==> config.mk <==
export PLATFORM = sky130hd
export DESIGN_NAME = twoPhaseBurstGen
export DESIGN_NICKNAME = d
export VERILOG_FILES = /design/src/rtl/burstGenPkg.sv /design/src/rtl/bridgeLeg.sv /design/src/rtl/burstCtrl.sv /design/src/rtl/burstDatapath.sv /design/src/rtl/twoPhaseBurstGen.sv
export SDC_FILE = /design/constraint.sdc
export NUM_CORES = 1
export LEC_CHECK = 0
export CORE_UTILIZATION = 30
export CTS_CLUSTER_SIZE = 14
export DETAILED_ROUTE_END_ITERATION = 12
export GPL_TIMING_DRIVEN = 0
export SYNTH_ARGS = -nofsm -noshare
export SYNTH_HDL_FRONTEND = slang
export SYNTH_SLANG_ARGS = --single-unit
==> constraint.sdc <==
create_clock -name clk -period 6 [get_ports clk]
set_input_delay 1.2 -clock clk [delete_from_list [all_inputs] [get_ports clk]]
set_output_delay 1.2 -clock clk [all_outputs]
set_load 0.03 [all_outputs]
==> src/rtl/burstGenPkg.sv <==
package burstGenPkg;
  // Strobes from the burst control to the timing datapath
  typedef struct packed {
    logic kill;   // clear the tick (stop or power-down)
    logic latch;  // start a period: tick to 0, sample shaping values
    logic adv;    // advance the tick within a period
  } dpStrobe_t;
endpackage

==> src/rtl/bridgeLeg.sv <==
module bridgeLeg #(
  parameter int TW = 10,
  parameter int DW = 4
) (
  input  logic [TW-1:0] pos,
  input  logic [TW-1:0] highTime,
  input  logic [TW-1:0] period,
  input  logic [DW-1:0] dead,
  input  logic          enable,
  output logic          hi,
  output logic          lo
);
  logic [TW:0] loStart;

  always_comb begin
    loStart = {1'b0, highTime} + (TW+1)'(dead);
    hi = enable && (pos >= TW'(dead)) && (pos < highTime);
    lo = enable && ({1'b0, pos} >= loStart) && (pos < period);
  end
endmodule

==> src/rtl/burstCtrl.sv <==
module burstCtrl
  import burstGenPkg::*;
#(
  parameter int CNTW = 11
) (
  input  logic            clk,
  input  logic            rstN,
  input  logic            loadCount,
  input  logic [CNTW-1:0] pulseCount,
  input  logic            powerDown,
  input  logic            lastTick,
  output dpStrobe_t       strobe,
  output logic            busy
);
  logic [CNTW-1:0] remain;
  logic killC, zeroLoad;

  assign busy = remain != '0;

  always_comb begin
    zeroLoad     = loadCount && (pulseCount == '0);
    killC        = powerDown || zeroLoad;
    strobe.kill  = killC;
    strobe.latch = !killC && ((loadCount && !busy) || (busy && lastTick));
    strobe.adv   = !killC && busy && !lastTick;
  end

  always_ff @(posedge clk) begin
    if (!rstN)                remain <= '0;
    else if (powerDown)       remain <= '0;
    else if (loadCount)       remain <= pulseCount;
    else if (busy && lastTick) remain <= remain - CNTW'(1);
  end
endmodule

==> src/rtl/burstDatapath.sv <==
module burstDatapath
  import burstGenPkg::*;
#(
  parameter int PERW  = 9,
  parameter int CODEW = 8,
  parameter int OFSW  = 3
) (
  input  logic             clk,
  input  logic             rstN,
  input  dpStrobe_t        strobe,
  input  logic [PERW-1:0]  periodCount,
  input  logic [OFSW-1:0]  periodOffset,
  input  logic [1:0]       calMode,
  input  logic [CODEW-1:0] widthCode,
  input  logic [CODEW-1:0] shiftCode,
  input  logic             deadExt,
  input  logic [1:0]       deadSel,
  input  logic             dirRev,
  input  logic             busy,
  input  logic [1:0]       phaseEn,
  output logic             lastTick,
  output logic [1:0]       phaseHi,
  output logic [1:0]       phaseLo
);
  localparam int TW = PERW + 1;
  localparam int DW = 4;

  logic [TW-1:0] tEff, wEff, sEff;
  logic [DW-1:0] dEff;
  logic [2:0]    selPlus;

  logic [TW-1:0] tick, tLat, wLat, sLat, lagPos;
  logic [DW-1:0] dLat;
  logic          dirLat;

  always_comb begin
    tEff    = TW'(periodCount) + ((calMode == 2'd0) ? TW'(periodOffset) : '0);
    wEff    = (widthCode == '0) ? (tEff >> 1) : TW'(widthCode);
    sEff    = (shiftCode == '0) ? (tEff >> 2) : TW'(shiftCode);
    selPlus = {1'b0, deadSel} + 3'd1;
    dEff    = deadExt ? {selPlus, 1'b0} : DW'(2);
  end

  always_ff @(posedge clk) begin
    if (!rstN) begin
      tick   <= '0;
      tLat   <= TW'(125);
      wLat   <= TW'(62);
      sLat   <= TW'(31);
      dLat   <= DW'(2);
      dirLat <= 1'b0;
    end else if (strobe.kill) begin
      tick <= '0;
    end else if (strobe.latch) begin
      tick   <= '0;
      tLat   <= tEff;
      wLat   <= wEff;
      sLat   <= sEff;
      dLat   <= dEff;
      dirLat <= dirRev;
    end else if (strobe.adv) begin
      tick <= tick + TW'(1);
    end
  end

  always_comb begin
    lastTick = (tick == tLat - TW'(1));
    lagPos   = (tick >= sLat) ? (tick - sLat) : (tick + (tLat - sLat));
  end

  for (genvar i = 0; i < 2; i++) begin : gLeg
    logic [TW-1:0] legPos;
    // phase 1 lags when reversed, phase 2 lags when forward
    assign legPos = (((i == 1) ? 1'b1 : 1'b0) != dirLat) ? lagPos : tick;
    bridgeLeg #(.TW(TW), .DW(DW)) uLeg (
      .pos      (legPos),
      .highTime (wLat),
      .period   (tLat),
      .dead     (dLat),
      .enable   (busy && phaseEn[i]),
      .hi       (phaseHi[i]),
      .lo       (phaseLo[i])
    );
  end
endmodule

==> src/rtl/twoPhaseBurstGen.sv <==
module twoPhaseBurstGen
  import burstGenPkg::*;
#(
  parameter int PERW  = 9,
  parameter int CNTW  = 11,
  parameter int CODEW = 8,
  parameter int OFSW  = 3
) (
  input  logic             clk,
  input  logic             rstN,
  input  logic [PERW-1:0]  periodCount,
  input  logic [OFSW-1:0]  periodOffset,
  input  logic [1:0]       calMode,
  input  logic [CNTW-1:0]  pulseCount,
  input  logic             loadCount,
  input  logic             dirRev,
  input  logic [CODEW-1:0] widthCode,
  input  logic [CODEW-1:0] shiftCode,
  input  logic             deadExt,
  input  logic [1:0]       deadSel,
  input  logic [1:0]       phaseEn,
  input  logic             powerDown,
  output logic             ph1Hi,
  output logic             ph1Lo,
  output logic             ph2Hi,
  output logic             ph2Lo,
  output logic             busy
);
  dpStrobe_t  strobe;
  logic       lastTick;
  logic [1:0] phaseHi, phaseLo;

  burstCtrl #(.CNTW(CNTW)) uCtrl (
    .clk, .rstN, .loadCount, .pulseCount, .powerDown,
    .lastTick, .strobe, .busy
  );

  burstDatapath #(.PERW(PERW), .CODEW(CODEW), .OFSW(OFSW)) uPath (
    .clk, .rstN, .strobe, .periodCount, .periodOffset, .calMode,
    .widthCode, .shiftCode, .deadExt, .deadSel, .dirRev, .busy,
    .phaseEn, .lastTick, .phaseHi, .phaseLo
  );

  assign ph1Hi = phaseHi[0];
  assign ph1Lo = phaseLo[0];
  assign ph2Hi = phaseHi[1];
  assign ph2Lo = phaseLo[1];
endmodule

* After elaboration in Yosys (flattened, before gate mapping) *
Cells that the tools add are included.

operators by class
  add/subtract/negate cells = 9
  order comparisons = 9
  equal/unequal tests = 1
  muxes and demuxes = 9
  bitwise operators = 2
  reductions and logical operators = 30

operators by type and width
  kind                     count
  $lt A10 B10 Y1           4
  $mux W10                 3
  $ge A10 B11 Y1           2
  $mux W11                 2
  $ge A10 B4 Y1            2
  $sub A10 B10 Y10         2
  $logic_and A1 B1 Y1      16
  $logic_not A8 Y1         2
  $add A10 B4 Y11          1
  $logic_not A11 Y1        1
  $reduce_bool A11 Y1      1
  $sub A11 B1 Y11 const B  1
  $add A10 B1 Y10 const B  1
  $add A10 B10 Y10         1
  $add A9 B10 Y10          1
  $eq A10 B10 Y1           1
  $ge A10 B10 Y1           1
  $sub A10 B1 Y10 const B  1
  $mux W9                  1
  $mux W8                  1
  $mux W4                  1
  $add A2 B1 Y3 const B    1
  $logic_not A1 Y1         3
  $mux W3                  1
  other kinds (7)          9

storage, ports and cells
  flip-flop bits (word level) = 56
  logic and storage cells = 67

* Logic depth before layout (Yosys ltp) *
Gate-level depths: netlist of the first run.

  word-level depth = 7
  gate-level depth with buffers = 21
  gate-level depth less buffers = 20

* Cells and area by module *
Synthesis of the first run repeated with hierarchy kept, for this count alone.

unflattened totals
  cell total of the unflattened synthesis = 831
  area total of the unflattened synthesis = 6,448.7 um^2

modules (own cells, without submodules)
  module                          instances  cells each  area an instance (um^2)  seq. area each (um^2)
  burstDatapath                   1          473         3,688.5                  820.8
  bridgeLeg (uPath.gLeg[0].uLeg)  1          132         1,008.5                  0.0
  bridgeLeg (uPath.gLeg[1].uLeg)  1          133         1,006.0                  0.0
  burstCtrl                       1          93          745.7                    220.2

* Worst setup path after synthesis of the first run *
No wires, ideal clock.

  kind = reg-to-output
  start = register uPath.tLat[4]
  end = output ph1Lo
  data arrival time = 4,645 ps
  required time = 4,800 ps
  path slack = 155 ps
  stages on the path, launching flop included = 17
  path buffers = 0
  cell sequence = dfxtp_1 -> inv_1 -> fa_1 -> inv_1 -> ha_1 -> or4_1 -> o21ai_0 -> a211oi_1 -> o21a_1 -> nor3_1 -> nor3b_1 -> a2111oi_0 -> ha_1 -> o21ai_0 -> a21oi_1 -> or3_1 -> a211oi_1

on the way
  word-level cells in the longest chain between the ends = 7
  elaborated cells between the ends (all ways) = 8

RTL lines
  item                     RTL line                text
  start, declared          burstDatapath.sv:32     logic [TW-1:0] tick, tLat, wLat, sLat, lagPos;
  start signal, assigned   burstDatapath.sv:56     tLat <= tEff;
  $sub A10 B10 Y10         burstDatapath.sv:68     lagPos = (tick >= sLat) ? (tick - sLat) : (tick + (tLat - sLat));
  $add A10 B10 Y10         burstDatapath.sv:68
  $mux W10                 burstDatapath.sv:68
  $mux W10                 burstDatapath.sv:74     assign legPos = (((i == 1) ? 1'b1 : 1'b0) != dirLat) ? lagPos : tick;
  $ge A10 B11 Y1           bridgeLeg.sv:18         lo = enable && ({1'b0, pos} >= loStart) && (pos < period);
  $logic_and A1 B1 Y1      bridgeLeg.sv:18
  $logic_and A1 B1 Y1 (*)  bridgeLeg.sv:18
  end, declared            twoPhaseBurstGen.sv:24  output logic ph1Lo,

Every way passes the cells marked *; elsewhere a longest branch is shown, timed or not.

* Worst setup path after layout of the first run *
  start = register uPath.tLat[3]
  end = output ph1Lo

Same word-level chain as after synthesis.

==> results.sh, run 1 <==
export IMPL_cts_inserted_buffers=5
export IMPL_synth_top_family_by_area="simple AND/OR/NAND/NOR gates"
export IMPL_drt_iter0_drc=223
export IMPL_synthXorXnorAreaFrac=0.0668
export IMPL_reg2reg_from="uPath.tLat[0]"
export IMPL_clockBufferDepth=2
export IMPL_core_mm2=0.0190
export IMPL_hold_violations=0
export IMPL_ys_warn_count=0
export IMPL_wirelength_um=17600
export IMPL_worst_slack_ns=0.238
export IMPL_cp_buffers_inverters=3
export IMPL_slew_viol_final=0
export IMPL_die_x_um=142
export IMPL_synth_mux_area_frac=0.0301
export IMPL_crit_cells=18
export IMPL_syn_area_mm2=0.00590
export IMPL_grt_pass1_wl_um=28200
export IMPL_fp_row_count=50
export IMPL_power_density_mw_per_mm2=171
export IMPL_critPathMaxStageDelay_ns=0.55
export IMPL_dp_slack_ns=-0.618
export IMPL_setup_worst_path_end="ph1Lo"
export IMPL_cts_reportedPaths_clkPinSlew_ns=0.07
export IMPL_avgRoutedWirePerCell_um=16.0
export IMPL_area_growth_pct=22.1
export IMPL_leakagePower_uw=0.00300
export IMPL_htreeDepth=2
export IMPL_reg2reg_to="uPath.wLat[2]"
export IMPL_min_period_over_period=0.960
export IMPL_synthSimpleGateAreaFrac=0.244
export IMPL_dpl_hpwl_um=14500
export IMPL_antenna_cells=0
export IMPL_cpMaxStageDelayCell="fa_1"
export IMPL_cts_sinks=52
export IMPL_cp_cell_sequence="inv_1, fa_1, inv_1, ha_1, o21ai_2, a21oi_4, o31a_1, or4_1, o31ai_1, mux2_4, ha_1, o21a_1, o21ai_0, a31oi_1, maj3_2, a21oi_2, a211oi_2, buf_4"
export IMPL_critPathTopFamily="adder cells"
export IMPL_synth_compound_area_frac=0.196
export IMPL_status="finished, final reports clean"
export IMPL_critical_path_class="flop to output port"
export IMPL_synth_distinct_cells=70
export IMPL_dp_cells=1081
export IMPL_whs_path_depth=2
export IMPL_start_util=0.311
export IMPL_fmax_mhz=174
export IMPL_synth_seq_cells=52
export IMPL_cp_arrival_ns=4.56
export IMPL_gr_total_overflow=0
export IMPL_rsz0062_at_grt="false"
export IMPL_layout_min_cycle_time_ns=5.76
export IMPL_drc_errors=0
export IMPL_clock_latency_ns=0.30
export IMPL_grt_max_degree=18
export IMPL_cts_tree="done"
export IMPL_cts_root_buf="clkbuf_16"
export IMPL_rrSetupSlack_ns=2.75
export IMPL_worstSetupStartpointType="flop"
export IMPL_die_area_mm2=0.0202
export IMPL_final_nets=985
export IMPL_grt_usage=0.177
export IMPL_required_ns=4.80
export IMPL_post_route_cells_drive_above_1_share=0.114
export IMPL_synthAdderAreaFrac=0.224
export IMPL_relSlewSlack=0.590
export IMPL_viasPerCell=5.26
export IMPL_synth_edf_count=0
export IMPL_worstMarginPinSlew_ns=0.616
export IMPL_synth_flop_cell="dfxtp_1"
export IMPL_grt_pass1_vias=5355
export IMPL_dr_total_vias=5773
export IMPL_ir_worst_vdd_mv=0.112
export IMPL_yosysSeqAreaShare=0.176
export IMPL_syn_nets=916
export IMPL_skew_ns=0.0108
export IMPL_maxCapViolations=0
export IMPL_ys_async_sr_fraction=0
export IMPL_gp_congestion=0.901
export IMPL_drt_pass1_iterations=7
export IMPL_min_path_type="flop to flop"
export IMPL_cp_startpoint="uPath.tLat[3]"
export IMPL_ant_nets=0
export IMPL_cp_end_kind="output port"
export IMPL_die_h_um=142
export IMPL_rr_worst_depth=12
export IMPL_io_pin_count=56
export IMPL_finalSetupViolations=0
export IMPL_syn_inst=767
export IMPL_numPortBuffers=54
export IMPL_antenna_found_initial=0
export IMPL_power_total_uw=1230
export IMPL_avgSynthCellArea_um2=7.69
export IMPL_final_cells=1097
export IMPL_worstPathMaxFanout=5
[worst min path at each step]
stage	startpoint	endpoint	slack [ns]
2_1_floorplan	uPath.dLat[3]	uPath.dLat[3]	0.47
3_3_place_gp	uCtrl.remain[10]	uCtrl.remain[10]	0.50
3_5_place_dp	uCtrl.remain[10]	uCtrl.remain[10]	0.51
4_1_cts	uPath.tLat[1]	uPath.tLat[1]	0.51
5_1_grt	uPath.wLat[0]	uPath.wLat[0]	0.55
6_report	uPath.tLat[1]	uPath.tLat[1]	0.51
[repair_timing]
| action | 4_1_cts | 5_1_grt |
|---|---|---|
| gates cloned | 0 | 0 |
| hold buffers | 0 | 0 |
| endpoints found under the hold margin | 0 | 0 |
| resized for setup | 51 | 39 |
| pin swaps | 2 | 9 |
| setup buffers | 3 | 6 |
| setup endpoints to repair | 4 | 4 |
[cells by family (layout without fill, tap and decap cells)]
kind of cell,Yosys count,count (layout)
simple gates,277,277
buf+inv,97,167
xor+xnor,45,45
fa+ha+maj,99,99
mux,17,17
flops,52,52
compound gates,180,180
[worst reg2reg max path: stages (launching register included)]
cell and delay [ns]:
dfxtp_1 0.33, clkbuf_1 0.31, inv_1 0.08, ha_1 0.23, nor2b_1 0.17, a221o_2 0.39, o311a_2 0.13, a211oi_1 0.41
a31o_2 0.28, nand2_1 0.10, buf_2 0.22, nor4b_1 0.41, a31oi_1 0.07
[cell type report]
cell class              count  area, um^2
clock inverters             3        46.3
fillers                  1952       11800
clock buffers               5         125
repair buffers             63         594
inverters                  74         282
flip-flops and latches     52        1060
well taps                 260         325
multi-input cells         618        4670
plain buffers              22        93.8
[cells in the mapped netlist (2+ instances only)]
master	n	area share
o21a_1	9	0.011
nor3b_1	4	0.0051
or3b_2	2	0.0030
xnor2_1	32	0.048
dfxtp_1	52	0.18
or4_1	4	0.0051
a21o_1	14	0.018
nor2b_1	13	0.014
clkbuf_1	17	0.011
nor4_1	13	0.014
mux2_2	6	0.011
a31oi_1	21	0.022
and3_1	7	0.0074
or3_1	5	0.0053
mux2i_1	11	0.019
nand4_1	15	0.016
a21boi_0	2	0.0025
nor2_1	75	0.048
a211o_1	5	0.0074
a31o_2	3	0.0045
nor4b_1	10	0.015
nor3_1	15	0.013
a21oi_1	34	0.029
o21ai_0	52	0.044
xor2_1	13	0.019
nand2_1	51	0.032
nand3_1	33	0.028
inv_1	73	0.046
a2111oi_0	5	0.0074
a211oi_1	12	0.015
and3b_1	2	0.0030
nand2b_1	14	0.015
fa_1	11	0.037
o31ai_1	2	0.0025
buf_2	5	0.0042
and2_1	3	0.0032
ha_1	87	0.18
o211ai_1	3	0.0038
[state kept, by name (all words and copies together), names as in the netlist]
name,cells
uPath.wLat,9
uPath.dirLat,1
uPath.dLat,3
uPath.tick,10
uPath.tLat,10
uPath.sLat,8
uCtrl.remain,11
[metal layers]
metal / up-vias / wire (um) / track usage / share of wire
met5: - / 0 / 0 / 0
met4: 0 / 347 / 0.0543 / 0.020
met3: 29 / 849 / 0.0195 / 0.048
met2: 167 / 7700 / 0.281 / 0.44
met1: 2666 / 8680 / 0.250 / 0.49
li1: 2911 / - / - / -
[metrics by stage]
step / hold WS (ns) / util / TNS (ns) / cell area (um^2)
after floorplan: 0.466 / - / 0 / 5900
after global placement: 0.503 / 0.357 / -1.73 / 6760
after detailed placement: 0.510 / 0.357 / -1.77 / 6760
after CTS: 0.507 / 0.371 / 0 / 7040
after global routing: 0.546 / 0.380 / 0 / 7200
final: 0.507 / 0.380 / 0 / 7200
[report_power, final]
group          total, uW  switching (uW)  internal [uW]
combinational        530             294            236
clock                336             137            199
sequential           368            13.0            355
total               1230             444            790
[cell usage in the layout, fill, tap and decap left out, types with 11 or more instances in the layout]
master and instances:
xnor2_1 32, a21oi_1 31, clkdlybuf4s50_1 50, ha_1 82
xor2_1 13, buf_4 11, inv_1 67, nand4_1 15
clkbuf_1 14, o21ai_0 45, nand2_1 51, nand3_1 32
nor3_1 15, nor2_1 73, a21o_1 14, nor2b_1 13
a31oi_1 20, nor4_1 13, dfxtp_1 41, fa_1 11
nand2b_1 12
(Power assumes the default switching activity.)
==> run 2, diff against run 1 <==
Settings changed: CORE_MARGIN from default to 2, CTS_CLUSTER_SIZE 14 to 24.
==> run 2 against run 1 <==
Net effect:
- utilization is 0.33 points lower
- clock power decreased by 8.9%
- die area grew 2.8%
- final area grew 1.4%
- first-iteration DRC count up 46%
- sequential power is essentially flat
- flip-flop and latch count unchanged
- register-to-register slack barely moved
- worst hold slack hardly changed
- critical path type unchanged
- critical endpoint unchanged
- largest cell class unchanged
- largest power group unchanged
- highest routed layer unchanged
==> results.sh, run 2 (synthesized netlist as in run 1, its figures left out) <==
export IMPL_reg2reg_from="uPath.tLat[0]"
export IMPL_cp_end_kind="output port"
export IMPL_largest_reg_flops=11
export IMPL_gp_congestion=0.914
export IMPL_stdcell_area_mm2=0.00731
export IMPL_wirelength_um=17600
export IMPL_io_pin_count=56
export IMPL_gr_total_overflow=0
export IMPL_fp_row_count=51
export IMPL_top_register="uCtrl.remain"
export IMPL_whs_path_depth=2
export IMPL_power_density_mw_per_mm2=168
export IMPL_final_util=0.377
export IMPL_htreeDepth=2
export IMPL_die_h_um=144
export IMPL_numPortBuffers=54
export IMPL_antenna_found_initial=0
export IMPL_avgRoutedWirePerCell_um=15.8
export IMPL_cts_sinks=52
export IMPL_dpl_hpwl_um=14500
export IMPL_finalSetupViolations=0
export IMPL_rr_worst_depth=12
export IMPL_relSlewSlack=0.578
export IMPL_status="finished, final reports clean"
export IMPL_dp_slack_ns=-0.743
export IMPL_hold_path_end="uPath.tLat[1]"
export IMPL_grt_pass1_wl_um=28100
export IMPL_die_area_mm2=0.0208
export IMPL_drc_errors=0
export IMPL_dr_total_vias=5653
export IMPL_layout_min_cycle_time_ns=5.81
export IMPL_cts_hold_buffers=0
export IMPL_die_x_um=144
export IMPL_hold_violations=0
export IMPL_required_ns=4.80
export IMPL_area_growth_pct=23.9
export IMPL_worstSetupStartpointType="flop"
export IMPL_cts_tree="done"
export IMPL_cp_arrival_ns=4.61
export IMPL_viasPerCell=5.07
export IMPL_grt_pass1_vias=5237
export IMPL_drt_pass1_iterations=5
export IMPL_min_path_type="flop to flop"
export IMPL_postPlaceCellArea_mm2=0.00677
export IMPL_clock_latency_ns=0.30
export IMPL_maxCapViolations=0
export IMPL_min_period_over_period=0.968
export IMPL_drt_iter0_drc=325
export IMPL_antenna_cells=0
export IMPL_leakagePower_uw=0.00304
export IMPL_reg2reg_to="uPath.wLat[2]"
export IMPL_post_route_cells_drive_above_1_share=0.134
export IMPL_layout_commonest_cell="ha_1"
export IMPL_worstMarginPinSlew_ns=0.632
export IMPL_critical_path_class="flop to output port"
export IMPL_final_cell_mix="ha_1, nor2_1, inv_1, nand2_1, clkdlybuf4s50_1"
export IMPL_core_mm2=0.0194
export IMPL_reg_top3="uCtrl.remain (11), uPath.tLat (10), uPath.tick (10)"
export IMPL_cts_root_buf="clkbuf_16"
export IMPL_power_total_uw=1230
export IMPL_holdCritStartpoint="uPath.tLat[1]"
export IMPL_fmax_mhz=172
export IMPL_slew_viol_final=0
export IMPL_rrSetupSlack_ns=2.74
export IMPL_worst_slack_ns=0.189
export IMPL_skew_ns=0.0142
export IMPL_ir_worst_vdd_mv=0.127
export IMPL_ant_nets=0
export IMPL_final_nets=997
export IMPL_grt_max_degree=20
export IMPL_clockBufferDepth=2
export IMPL_fillers=2043
export IMPL_grt_usage=0.172
export IMPL_cts_reportedPaths_clkPinSlew_ns=0.08
export IMPL_start_util=0.304
export IMPL_worstPathMaxFanout=6
export IMPL_cts_inserted_buffers=5
run 2: worst max-delay path by stage:
| stage | startpoint | endpoint | slack (ns) | cells after the start |
|---|---|---|---|---|
| floorplan | uPath.tLat[4] | ph1Lo | 0.15 | 16 |
| global placement | uPath.tLat[4] | ph2Lo | -0.64 | 18 |
| detailed placement | uPath.tLat[4] | ph2Lo | -0.74 | 18 |
| CTS | uPath.tick[0] | ph1Hi | 0.04 | 22 |
| global route | uPath.tick[1] | ph1Lo | -0.04 | 19 |
| finish | uPath.tick[1] | ph1Lo | 0.19 | 18 |
run 2: critical path, cell delays in order, from the launching register on:
cell	delay, ns
dfxtp_4	0.42
clkinvlp_4	0.12
fa_2	0.57
inv_1	0.05
ha_1	0.31
a211o_1	0.32
nor4bb_1	0.17
a311oi_2	0.22
mux2i_1	0.17
nor2_1	0.21
nor2_2	0.09
ha_1	0.33
a2111oi_4	0.32
buf_4	0.16
a31oi_1	0.09
maj3_1	0.38
a21oi_2	0.16
a211oi_2	0.05
buf_4	0.17
run 2: per-layer routing:
layer,global-route usage,up-vias,wire [um]
met2,0.275,144,7770
li1,-,2926,-
met5,0,-,0
met1,0.249,2562,8720
met4,0.0419,0,325
met3,0.0149,21,793
run 2: timing repair:
action	CTS	global route
endpoints found under the setup margin	4	4
setup buffers	7	14
gates resized for setup	54	49
pin swaps	4	8
run 2: layout make-up:
type | count | area [um^2] | share of cell area
multi-input cells | 618 | 4690 | 0.642
flip-flops and latches | 52 | 1070 | 0.146
repair buffers | 75 | 681 | 0.0931
well taps | 265 | 332 | 0.0454
inverters | 74 | 289 | 0.0395
clock buffers | 5 | 125 | 0.0171
plain buffers | 22 | 92.6 | 0.0127
clock inverters | 3 | 28.8 | 0.00394
run 2: report_power, final:
part / total [uW] / internal, uW / switching (uW) / leakage [uW]
Clock: 306 / 161 / 145 / 0.0000767
Sequential: 368 / 354 / 13.6 / 0.000426
Combinational: 552 / 253 / 299 / 0.00254
Total: 1230 / 769 / 457 / 0.00304
run 2: per-stage QoR:
step / TNS (ns) / hold slack [ns] / instances
2_1_floorplan: 0 / 0.466 / 767
3_3_place_gp: -1.69 / 0.490 / 1086
3_5_place_dp: -1.98 / 0.509 / 1086
4_1_cts: 0 / 0.511 / 1100
5_1_grt: -0.0533 / 0.530 / 1114
6_report: 0 / 0.507 / 1114
